**config.mk**
```make
export PLATFORM = sky130hd
export DESIGN_NAME = unlock_seq_decoder
export DESIGN_NICKNAME = d
export VERILOG_FILES = /design/src/rtl/usd_pkg.sv /design/src/rtl/usd_match.sv /design/src/rtl/usd_timer.sv /design/src/rtl/usd_seq_fsm.sv /design/src/rtl/usd_id_rom.sv /design/src/rtl/unlock_seq_decoder.sv
export SDC_FILE = /design/constraint.sdc
export NUM_CORES = 1
export LEC_CHECK = 0
export ABC_AREA = 1
export ABC_CLOCK_PERIOD_IN_PS = 5050
export BUFFER_PORTS_ARGS = -buffer_cell sky130_fd_sc_hd__buf_2
export CAP_MARGIN = 40
export CORE_MARGIN = 5
export CORE_UTILIZATION = 41
export CTS_CLUSTER_SIZE = 40
export DETAILED_ROUTE_END_ITERATION = 10
export PLACE_DENSITY_LB_ADDON = 0.05
export SYNTH_ARGS = -nofsm -noshare
export SYNTH_HDL_FRONTEND = slang
export SYNTH_SLANG_ARGS = --single-unit
```
**constraint.sdc**
```tcl
create_clock -name clk -period 5.05 [get_ports clk]
set_input_delay 0.505 -clock clk [delete_from_list [all_inputs] [get_ports clk]]
set_output_delay 0.505 -clock clk [all_outputs]
set_load 0.02 [all_outputs]
```
**src/rtl/usd_pkg.sv**
```systemverilog
package usd_pkg;
  localparam int unsigned KEY_W = 15;
  localparam logic [KEY_W-1:0] ADR_HI = 15'h5555;
  localparam logic [KEY_W-1:0] ADR_LO = 15'h2AAA;
  localparam logic [7:0] BYTE_UNL1 = 8'hAA;
  localparam logic [7:0] BYTE_UNL2 = 8'h55;
  localparam logic [7:0] OP_PROT   = 8'hA0;
  localparam logic [7:0] OP_EXT    = 8'h80;
  localparam logic [7:0] OP_IDIN   = 8'h90;
  localparam logic [7:0] OP_IDOUT  = 8'hF0;
  localparam logic [7:0] OP_UNPROT = 8'h20;
  localparam logic [7:0] OP_ERASE  = 8'h10;
  localparam logic [7:0] OP_IDALT  = 8'h60;

  typedef enum logic [2:0] {
    ST_IDLE, ST_P1, ST_P2, ST_X3, ST_X4, ST_X5
  } seq_st_t;

  typedef struct packed {
    logic unl1;   // first unlock byte at the high key address
    logic unl2;   // second unlock byte at the low key address
    logic at_hi;  // address equals the high key address
  } byte_cls_t;
endpackage

```
**src/rtl/usd_match.sv**
```systemverilog
module usd_match
  import usd_pkg::*;
#(
  parameter int unsigned CMP_W  = 15,
  parameter int unsigned DATA_W = 8
) (
  input  logic [CMP_W-1:0]  addr_i,
  input  logic [DATA_W-1:0] data_i,
  output byte_cls_t         cls_o
);
  logic hi_hit, lo_hit;
  assign hi_hit = (addr_i == CMP_W'(ADR_HI));
  assign lo_hit = (addr_i == CMP_W'(ADR_LO));

  always_comb begin
    cls_o.at_hi = hi_hit;
    cls_o.unl1  = hi_hit && (data_i == DATA_W'(BYTE_UNL1));
    cls_o.unl2  = lo_hit && (data_i == DATA_W'(BYTE_UNL2));
  end
endmodule

```
**src/rtl/usd_timer.sv**
```systemverilog
module usd_timer #(
  parameter int unsigned N = 16
) (
  input  logic clk,
  input  logic rst,
  input  logic load_i,
  output logic active_o
);
  localparam int unsigned CW = (N < 2) ? 1 : $clog2(N + 1);
  logic [CW-1:0] cnt;

  always_ff @(posedge clk) begin
    if (rst)                cnt <= '0;
    else if (load_i)        cnt <= CW'(N);
    else if (cnt != '0)     cnt <= cnt - CW'(1);
  end

  assign active_o = (cnt != '0);
endmodule

```
**src/rtl/usd_seq_fsm.sv**
```systemverilog
module usd_seq_fsm
  import usd_pkg::*;
#(
  parameter int unsigned DATA_W = 8
) (
  input  logic              clk,
  input  logic              rst,
  input  logic              acc_i,
  input  logic              win_i,
  input  byte_cls_t         cls_i,
  input  logic [DATA_W-1:0] data_i,
  output logic              load_stb_o,
  output logic              erase_o,
  output logic              prot_o,
  output logic              id_o,
  output logic              open_o,
  output logic              rej_o
);
  seq_st_t st, st_n;
  logic prot_n, id_n, ld_n, er_n, plain;

  always_comb begin
    st_n   = st;
    prot_n = prot_o;
    id_n   = id_o;
    ld_n   = 1'b0;
    er_n   = 1'b0;
    open_o = 1'b0;
    plain  = 1'b0;
    if (acc_i) begin
      if (win_i) begin
        ld_n   = 1'b1;
        open_o = 1'b1;
      end else begin
        st_n = ST_IDLE;
        unique case (st)
          ST_IDLE: if (cls_i.unl1) st_n = ST_P1; else plain = 1'b1;
          ST_P1:   if (cls_i.unl2) st_n = ST_P2; else plain = 1'b1;
          ST_X3:   if (cls_i.unl1) st_n = ST_X4; else plain = 1'b1;
          ST_X4:   if (cls_i.unl2) st_n = ST_X5; else plain = 1'b1;
          ST_P2: begin
            if (!cls_i.at_hi) plain = 1'b1;
            else if (data_i == DATA_W'(OP_PROT)) begin
              prot_n = 1'b1;
              open_o = 1'b1;
            end
            else if (data_i == DATA_W'(OP_EXT))   st_n = ST_X3;
            else if (data_i == DATA_W'(OP_IDIN))  id_n = 1'b1;
            else if (data_i == DATA_W'(OP_IDOUT)) id_n = 1'b0;
            else plain = 1'b1;
          end
          ST_X5: begin
            if (!cls_i.at_hi) plain = 1'b1;
            else if (data_i == DATA_W'(OP_UNPROT)) prot_n = 1'b0;
            else if (data_i == DATA_W'(OP_ERASE))  er_n = 1'b1;
            else if (data_i == DATA_W'(OP_IDALT))  id_n = 1'b1;
            else plain = 1'b1;
          end
          default: st_n = ST_IDLE;
        endcase
        if (plain && !prot_o) begin
          ld_n   = 1'b1;
          open_o = 1'b1;
        end
      end
    end
    rej_o = plain && prot_o;
  end

  always_ff @(posedge clk) begin
    if (rst) begin
      st         <= ST_IDLE;
      prot_o     <= 1'b0;
      id_o       <= 1'b0;
      load_stb_o <= 1'b0;
      erase_o    <= 1'b0;
    end else begin
      st         <= st_n;
      prot_o     <= prot_n;
      id_o       <= id_n;
      load_stb_o <= ld_n;
      erase_o    <= er_n;
    end
  end
endmodule

```
**src/rtl/usd_id_rom.sv**
```systemverilog
module usd_id_rom #(
  parameter int unsigned CMP_W  = 15,
  parameter int unsigned DATA_W = 8,
  parameter logic [DATA_W-1:0] MFR_CODE = 8'hBF,
  parameter logic [DATA_W-1:0] DEV_CODE = 8'h07
) (
  input  logic              clk,
  input  logic              rst,
  input  logic              id_i,
  input  logic [CMP_W-1:0]  addr_i,
  output logic [DATA_W-1:0] rdata_o
);
  always_ff @(posedge clk) begin
    if (rst)
      rdata_o <= '0;
    else if (id_i && (addr_i[CMP_W-1:1] == '0))
      rdata_o <= addr_i[0] ? DEV_CODE : MFR_CODE;
    else
      rdata_o <= '0;
  end
endmodule

```
**src/rtl/unlock_seq_decoder.sv**
```systemverilog
module unlock_seq_decoder
  import usd_pkg::*;
#(
  parameter int unsigned ADDR_W   = 17,
  parameter int unsigned CMP_W    = 15,
  parameter int unsigned DATA_W   = 8,
  parameter int unsigned LOCK_CYC = 75000,
  parameter int unsigned WIN_CYC  = 50000,
  parameter logic [DATA_W-1:0] MFR_CODE = 8'hBF,
  parameter logic [DATA_W-1:0] DEV_CODE = 8'h07
) (
  input  logic              clk,
  input  logic              rst,
  input  logic              cs_i,
  input  logic              oe_i,
  input  logic              wr_stb_i,
  input  logic [ADDR_W-1:0] addr_i,
  input  logic [DATA_W-1:0] data_i,
  output logic              load_stb_o,
  output logic              page_load_en_o,
  output logic              erase_start_o,
  output logic              protect_o,
  output logic              id_mode_o,
  output logic              lockout_o,
  output logic [DATA_W-1:0] id_rdata_o
);
  logic [CMP_W-1:0] key_addr;
  logic             unused_hi;
  logic             acc, open_w, rej_w;
  byte_cls_t        cls;

  assign key_addr  = addr_i[CMP_W-1:0];
  assign unused_hi = ^addr_i[ADDR_W-1:CMP_W];
  assign acc       = wr_stb_i && cs_i && !oe_i && !lockout_o;

  usd_match #(.CMP_W(CMP_W), .DATA_W(DATA_W)) match_i (
    .addr_i(key_addr), .data_i(data_i), .cls_o(cls)
  );

  usd_seq_fsm #(.DATA_W(DATA_W)) fsm_i (
    .clk(clk), .rst(rst), .acc_i(acc), .win_i(page_load_en_o),
    .cls_i(cls), .data_i(data_i),
    .load_stb_o(load_stb_o), .erase_o(erase_start_o),
    .prot_o(protect_o), .id_o(id_mode_o),
    .open_o(open_w), .rej_o(rej_w)
  );

  usd_timer #(.N(WIN_CYC)) win_tmr_i (
    .clk(clk), .rst(rst), .load_i(open_w), .active_o(page_load_en_o)
  );

  usd_timer #(.N(LOCK_CYC)) lock_tmr_i (
    .clk(clk), .rst(rst), .load_i(rej_w), .active_o(lockout_o)
  );

  usd_id_rom #(.CMP_W(CMP_W), .DATA_W(DATA_W),
               .MFR_CODE(MFR_CODE), .DEV_CODE(DEV_CODE)) rom_i (
    .clk(clk), .rst(rst), .id_i(id_mode_o), .addr_i(key_addr),
    .rdata_o(id_rdata_o)
  );
endmodule

```
Yosys cells after proc, flatten, opt, wreduce, memory -nomap -nowiden
Cells that the tools add are included.

word-level totals
  bits in registers = 48
  bits of input ports = 30
  output and inout port bits = 14
  word-level logic and storage cells = 124

cells by class
  $add $sub $neg = 2
  equality and inequality tests = 26
  mux-type cells = 53
  bitwise logic cells = 5
  reduce and logical (&&, ||, !) cells = 28

operators by type and width
  operator                 count
  $eq A8 B8 Y1 const B     5
  $mux W1                  38
  $mux W17                 2
  $mux W16                 2
  $reduce_bool A17 Y1      1
  $sub A17 B1 Y17 const B  1
  $eq A8 B7 Y1 const B     2
  $reduce_bool A16 Y1      1
  $sub A16 B1 Y16 const B  1
  $eq A15 B14 Y1 const B   1
  $eq A15 B15 Y1 const B   1
  $pmux W3 S5              1
  $logic_not A14 Y1        1
  $mux W3                  4
  $ne A2 B2 Y1 const B     6
  $reduce_or A2 Y1         6
  $reduce_and A11 Y1       1
  $eq A8 B5 Y1 const B     1
  $eq A8 B6 Y1 const B     1
  $logic_and A1 B1 Y1      8
  $mux W8                  1
  $reduce_and A7 Y1        1
  $eq A3 B2 Y1 const B     2
  $eq A3 B3 Y1 const B     2
  12 further kinds         24

Longest topological paths before layout
  word-level depth = 14
  gate-level depth with buffers = 12
  depth with buffers taken out = 12

Cells and area by module
A second synthesis with hierarchy kept.

second synthesis, totals
  cell total of the unflattened synthesis = 473
  area total of the unflattened synthesis = 2890.3 um^2

modules (own cells, without submodules)
  module                   instances  cells each  area an instance (um^2)  sequential area each (um^2)
  usd_timer at lock_tmr_i  1          148         1007.2                   340.3
  usd_timer at win_tmr_i   1          136         892.1                    320.3
  usd_seq_fsm              1          105         600.6                    140.1
  usd_match                1          52          210.2                    0.0
  usd_id_rom               1          27          158.9                    40.0
  unlock_seq_decoder       1          5           21.3                     0.0

Worst setup path after synthesis
Ideal clock, no wire load.

  path type = register to register
  start point = register win_tmr_i.cnt[0]
  end point = register fsm_i.id_o
  setup time = 0.113 ns
  arrival time = 1.722 ns
  data required time = 4.937 ns
  slack = 3.215 ns
  stages on the path, launching flop included = 13
  buffers on the path = 0
  period minus slack after synthesis = 1.835 ns
  cells stage by stage = dfxtp_1 inv_1 ha_1 nand2_1 nor2_2 nand4_1 nand2b_4 nor2_4 nand2_1 nor3_2 nand2_1 nand2_1 nor2_1

between the ends
  longest elaborated chain between the ends = 3

ends and longest elaborated chain
  what                          RTL line                  text
  from (decl)                   usd_timer.sv:10           logic [CW-1:0] cnt;
  from (signal assigned)        usd_timer.sv:14           else if (load_i) cnt <= CW'(N);
  from (signal assigned)        usd_timer.sv:15           else if (cnt != '0) cnt <= cnt - CW'(1);
  $reduce_bool A16 Y1           usd_timer.sv:18           assign active_o = (cnt != '0);
  via page_load_en_o            unlock_seq_decoder.sv:20  output logic page_load_en_o,
  $not A1 Y1 (no line)          n/a
  $reduce_and A11 Y1 (no line)  n/a
  to (signal assigned)          usd_seq_fsm.sv:80         id_o <= id_n;
  to (decl)                     usd_seq_fsm.sv:15         output logic id_o,

The timed path passes the listed nets, and every way through them passes these cells.
A chain may end at the register's enable or synchronous reset.

Worst setup path in the final report
  start point = register win_tmr_i.cnt[0]
  end point = output port page_load_en_o

between the ends
  longest elaborated chain between the ends = 1

ends and longest elaborated chain
  what                 RTL line
  $reduce_bool A16 Y1  usd_timer.sv:18
  to (decl)            unlock_seq_decoder.sv:20

No other way between the ends.

==> impl_metrics.yaml <==
yosys:
  ys.flop_type: "dfxtp_1"
  yosysSeqAreaShare: 0.288
  synth_edf_count: 0
  syn_inst: 437
  synthArstFlopShare: 0
  synthDistinctLibCells: 45
  netlist_area_um2: 2920
  syn_area_per_cell_um2: 6.69
  syn_nets: 470
  synth_warnings: 0
  ys_ff_latch: 42
route:
  routed_wl_um: 7140
  drc_errors: 0
  first_pass_iters: 5
  wl_per_cell_um: 12.5
  first_iter_violations: 161
  vias: 2876
  routed_via_density: 5.02
  final_antenna_net_count: 0
clocking:
  post_cts_resized: 0
  cts_buffers: 5
  post_cts_buffers: 0
  htreeDepth: 2
  cts_hold_buf: 0
  clockBufferDepth: 2
  cts-root-buf: "clkbuf_8"
  clock_sinks: 42
  clkTransAtPathRegs_ns: 0.08
  cts_tree: "built"
  clk_latency_ns: 0.30
die:
  boundaryPins: 44
  die_y_um: 94.4
  chipWidth_um: 94.4
  row_count: 30
  initial_core_util: 0.425
  die-area_um2: 8910
  fp.coreArea_um2: 6870
finish:
  drive_above_1_share: 0.231
  num_antenna_cells: 0
  final_common_cell: "nand2_1"
  fillCellCount: 736
  fin_util: 0.480
  multiInputGateArea_um2: 1830
  stdcell_count: 573
  nets: 509
  ff_latch_area_um2: 841
  area_delta_synth_final_pct: 12.9
  final_cell_mix: "82 x nand2_1, 70 x nor2_1, 47 x inv_1"
placement:
  port_buffers: 40
  place_inst: 565
  routabilityCongestion: 0.860
  post-dp-hpwl_um: 5490
timing:
  skew_ns: 0.00465
  rsz0062_at_grt: "no"
  setup_tns_ns: 0
  finalHoldViolCount: 0
  slew_violations: 0
  period_minus_slack_ns: 2.40
  final.period_utilization: 0.475
  setup_viol: 0
  max_freq_mhz: 417
setup_path:
  worstSetupPathType: "register to output port"
  cp-end-kind: "output port"
  required_ns: 4.55
  reg2reg_from: "win_tmr_i.cnt[0]$_SDFFE_PP0P_"
  reg2reg_depth: 12
  arrival_ns: 1.89
  start_kind: "register"
  cp-endpoint: "page_load_en_o"
  reg2reg_slack_ns: 2.87
  crit_start: "win_tmr_i.cnt[0]$_SDFFE_PP0P_"
  worstReg2RegEnd: "fsm_i.id_o$_SDFFE_PP0P_"
  worst-path-max-fanout: 5
flow_run:
  cap_violations: 0
power_and_ir_drop:
  peakVddDrop_v: 0.000313
  p_leak_uw: 0.00145
  power_density_nw_per_um2: 574
global_routing:
  track_usage: 0.169
  grt_max_degree: 22
  grt_pass1_vias: 2647
  antenna_found_initial: 0
  gr-total-overflow: 0
  grt_pass1_wl_um: 12100
outcome:
  status: "finished clean"
worst_hold_path:
  hold_class: "input port to register"
[sequential cells by signal, summed over array words and instances, names as in the netlist]
register,flops
rom_i.rdata_o,2
fsm_i.st,3
fsm_i.id_o,1
lock_tmr_i.cnt,17
fsm_i.prot_o,1
win_tmr_i.cnt,16
fsm_i.load_stb_o,1
fsm_i.erase_o,1
[synth_stat cells, types with 4 or more instances]
cell | number | area, µm²
nor3_2 | 4 | 40.0
dfxtp_1 | 42 | 841
o21ai_0 | 7 | 35.0
nor4_1 | 6 | 37.5
nor2_1 | 70 | 263
nand3_1 | 33 | 165
nand2_1 | 82 | 308
nor3_1 | 12 | 60.1
buf_4 | 6 | 45.0
xor2_1 | 14 | 123
nor2_2 | 26 | 163
nand3b_1 | 4 | 30.0
inv_1 | 47 | 176
a21oi_1 | 22 | 110
nand4_1 | 13 | 81.3
a21oi_2 | 4 | 35.0
inv_2 | 5 | 18.8
[power breakdown]
part | internal, µW | total (µW) | switching [µW]
combinational | 405 | 1080 | 678
clock | 138 | 259 | 121
sequential | 443 | 552 | 109
total | 986 | 1890 | 908
[metal layers]
metal  GRT usage  wire length, µm  vias to the layer above
met1       0.232             3490                     1294
met3      0.0351              407                       11
met2       0.265             3140                       79
li1            -                -                     1492
met4      0.0529              102                        0
met5           0                0                        -
[how the worst min path moves through the flow]
stage          depth (start not counted)                      startpoint                             end  slack [ns]
2_1_floorplan                          2  lock_tmr_i.cnt[1]$_SDFFE_PP0P_  lock_tmr_i.cnt[1]$_SDFFE_PP0P_        0.47
3_3_place_gp                           2  lock_tmr_i.cnt[1]$_SDFFE_PP0P_  lock_tmr_i.cnt[1]$_SDFFE_PP0P_        0.49
3_5_place_dp                           2  lock_tmr_i.cnt[1]$_SDFFE_PP0P_  lock_tmr_i.cnt[1]$_SDFFE_PP0P_        0.48
4_1_cts                                2                       addr_i[0]     rom_i.rdata_o[5]$_SDFF_PP0_        0.43
5_1_grt                                2                       addr_i[0]     rom_i.rdata_o[5]$_SDFF_PP0_        0.44
6_report                               2                       addr_i[0]     rom_i.rdata_o[5]$_SDFF_PP0_        0.45
[worst max-delay path: stages, from the launching register on]
cell and delay, ns:
dfxtp_1 0.35, inv_1 0.12, ha_1 0.21, nand2_1 0.08, nor2_2 0.18, nand4_1 0.22, nand2b_4 0.25, buf_2 0.18
[final cells by class]
type,count,area share
Multi-Input combinational cell,335,0.556
Sequential cell,42,0.255
Timing Repair Buffer,40,0.0607
Inverter,52,0.0592
Tap cell,96,0.0364
Clock buffer,8,0.0334
[per-stage QoR]
stage / hold WS (ns) / area [µm²] / total power [µW] / setup WS (ns)
4_1_cts: 0.429 / 3300 / 1900 / 2.65
6_report: 0.446 / 3300 / 1890 / 2.65
2_1_floorplan: 0.468 / 2920 / 1410 / 3.21
5_1_grt: 0.444 / 3300 / 2090 / 2.50
3_3_place_gp: 0.489 / 3190 / 1620 / 2.86
3_5_place_dp: 0.485 / 3190 / 1630 / 2.85
[cell families (layout without fill, tap and decap cells)]
group / count (synthesis) / count (layout) / synth area share
muxes: 1 / 1 / 0.00343
xor gates and xnor gates: 14 / 14 / 0.0420
and+or+nand+nor: 273 / 273 / 0.479
DFF: 42 / 42 / 0.288
other: 1 / 1 / 0.00128
buffers and inverters: 60 / 100 / 0.0848
AOI/OAI and AO/OA: 43 / 43 / 0.0887
adders and majority gates: 3 / 3 / 0.0128
Power figures use the tool's default switching activity.
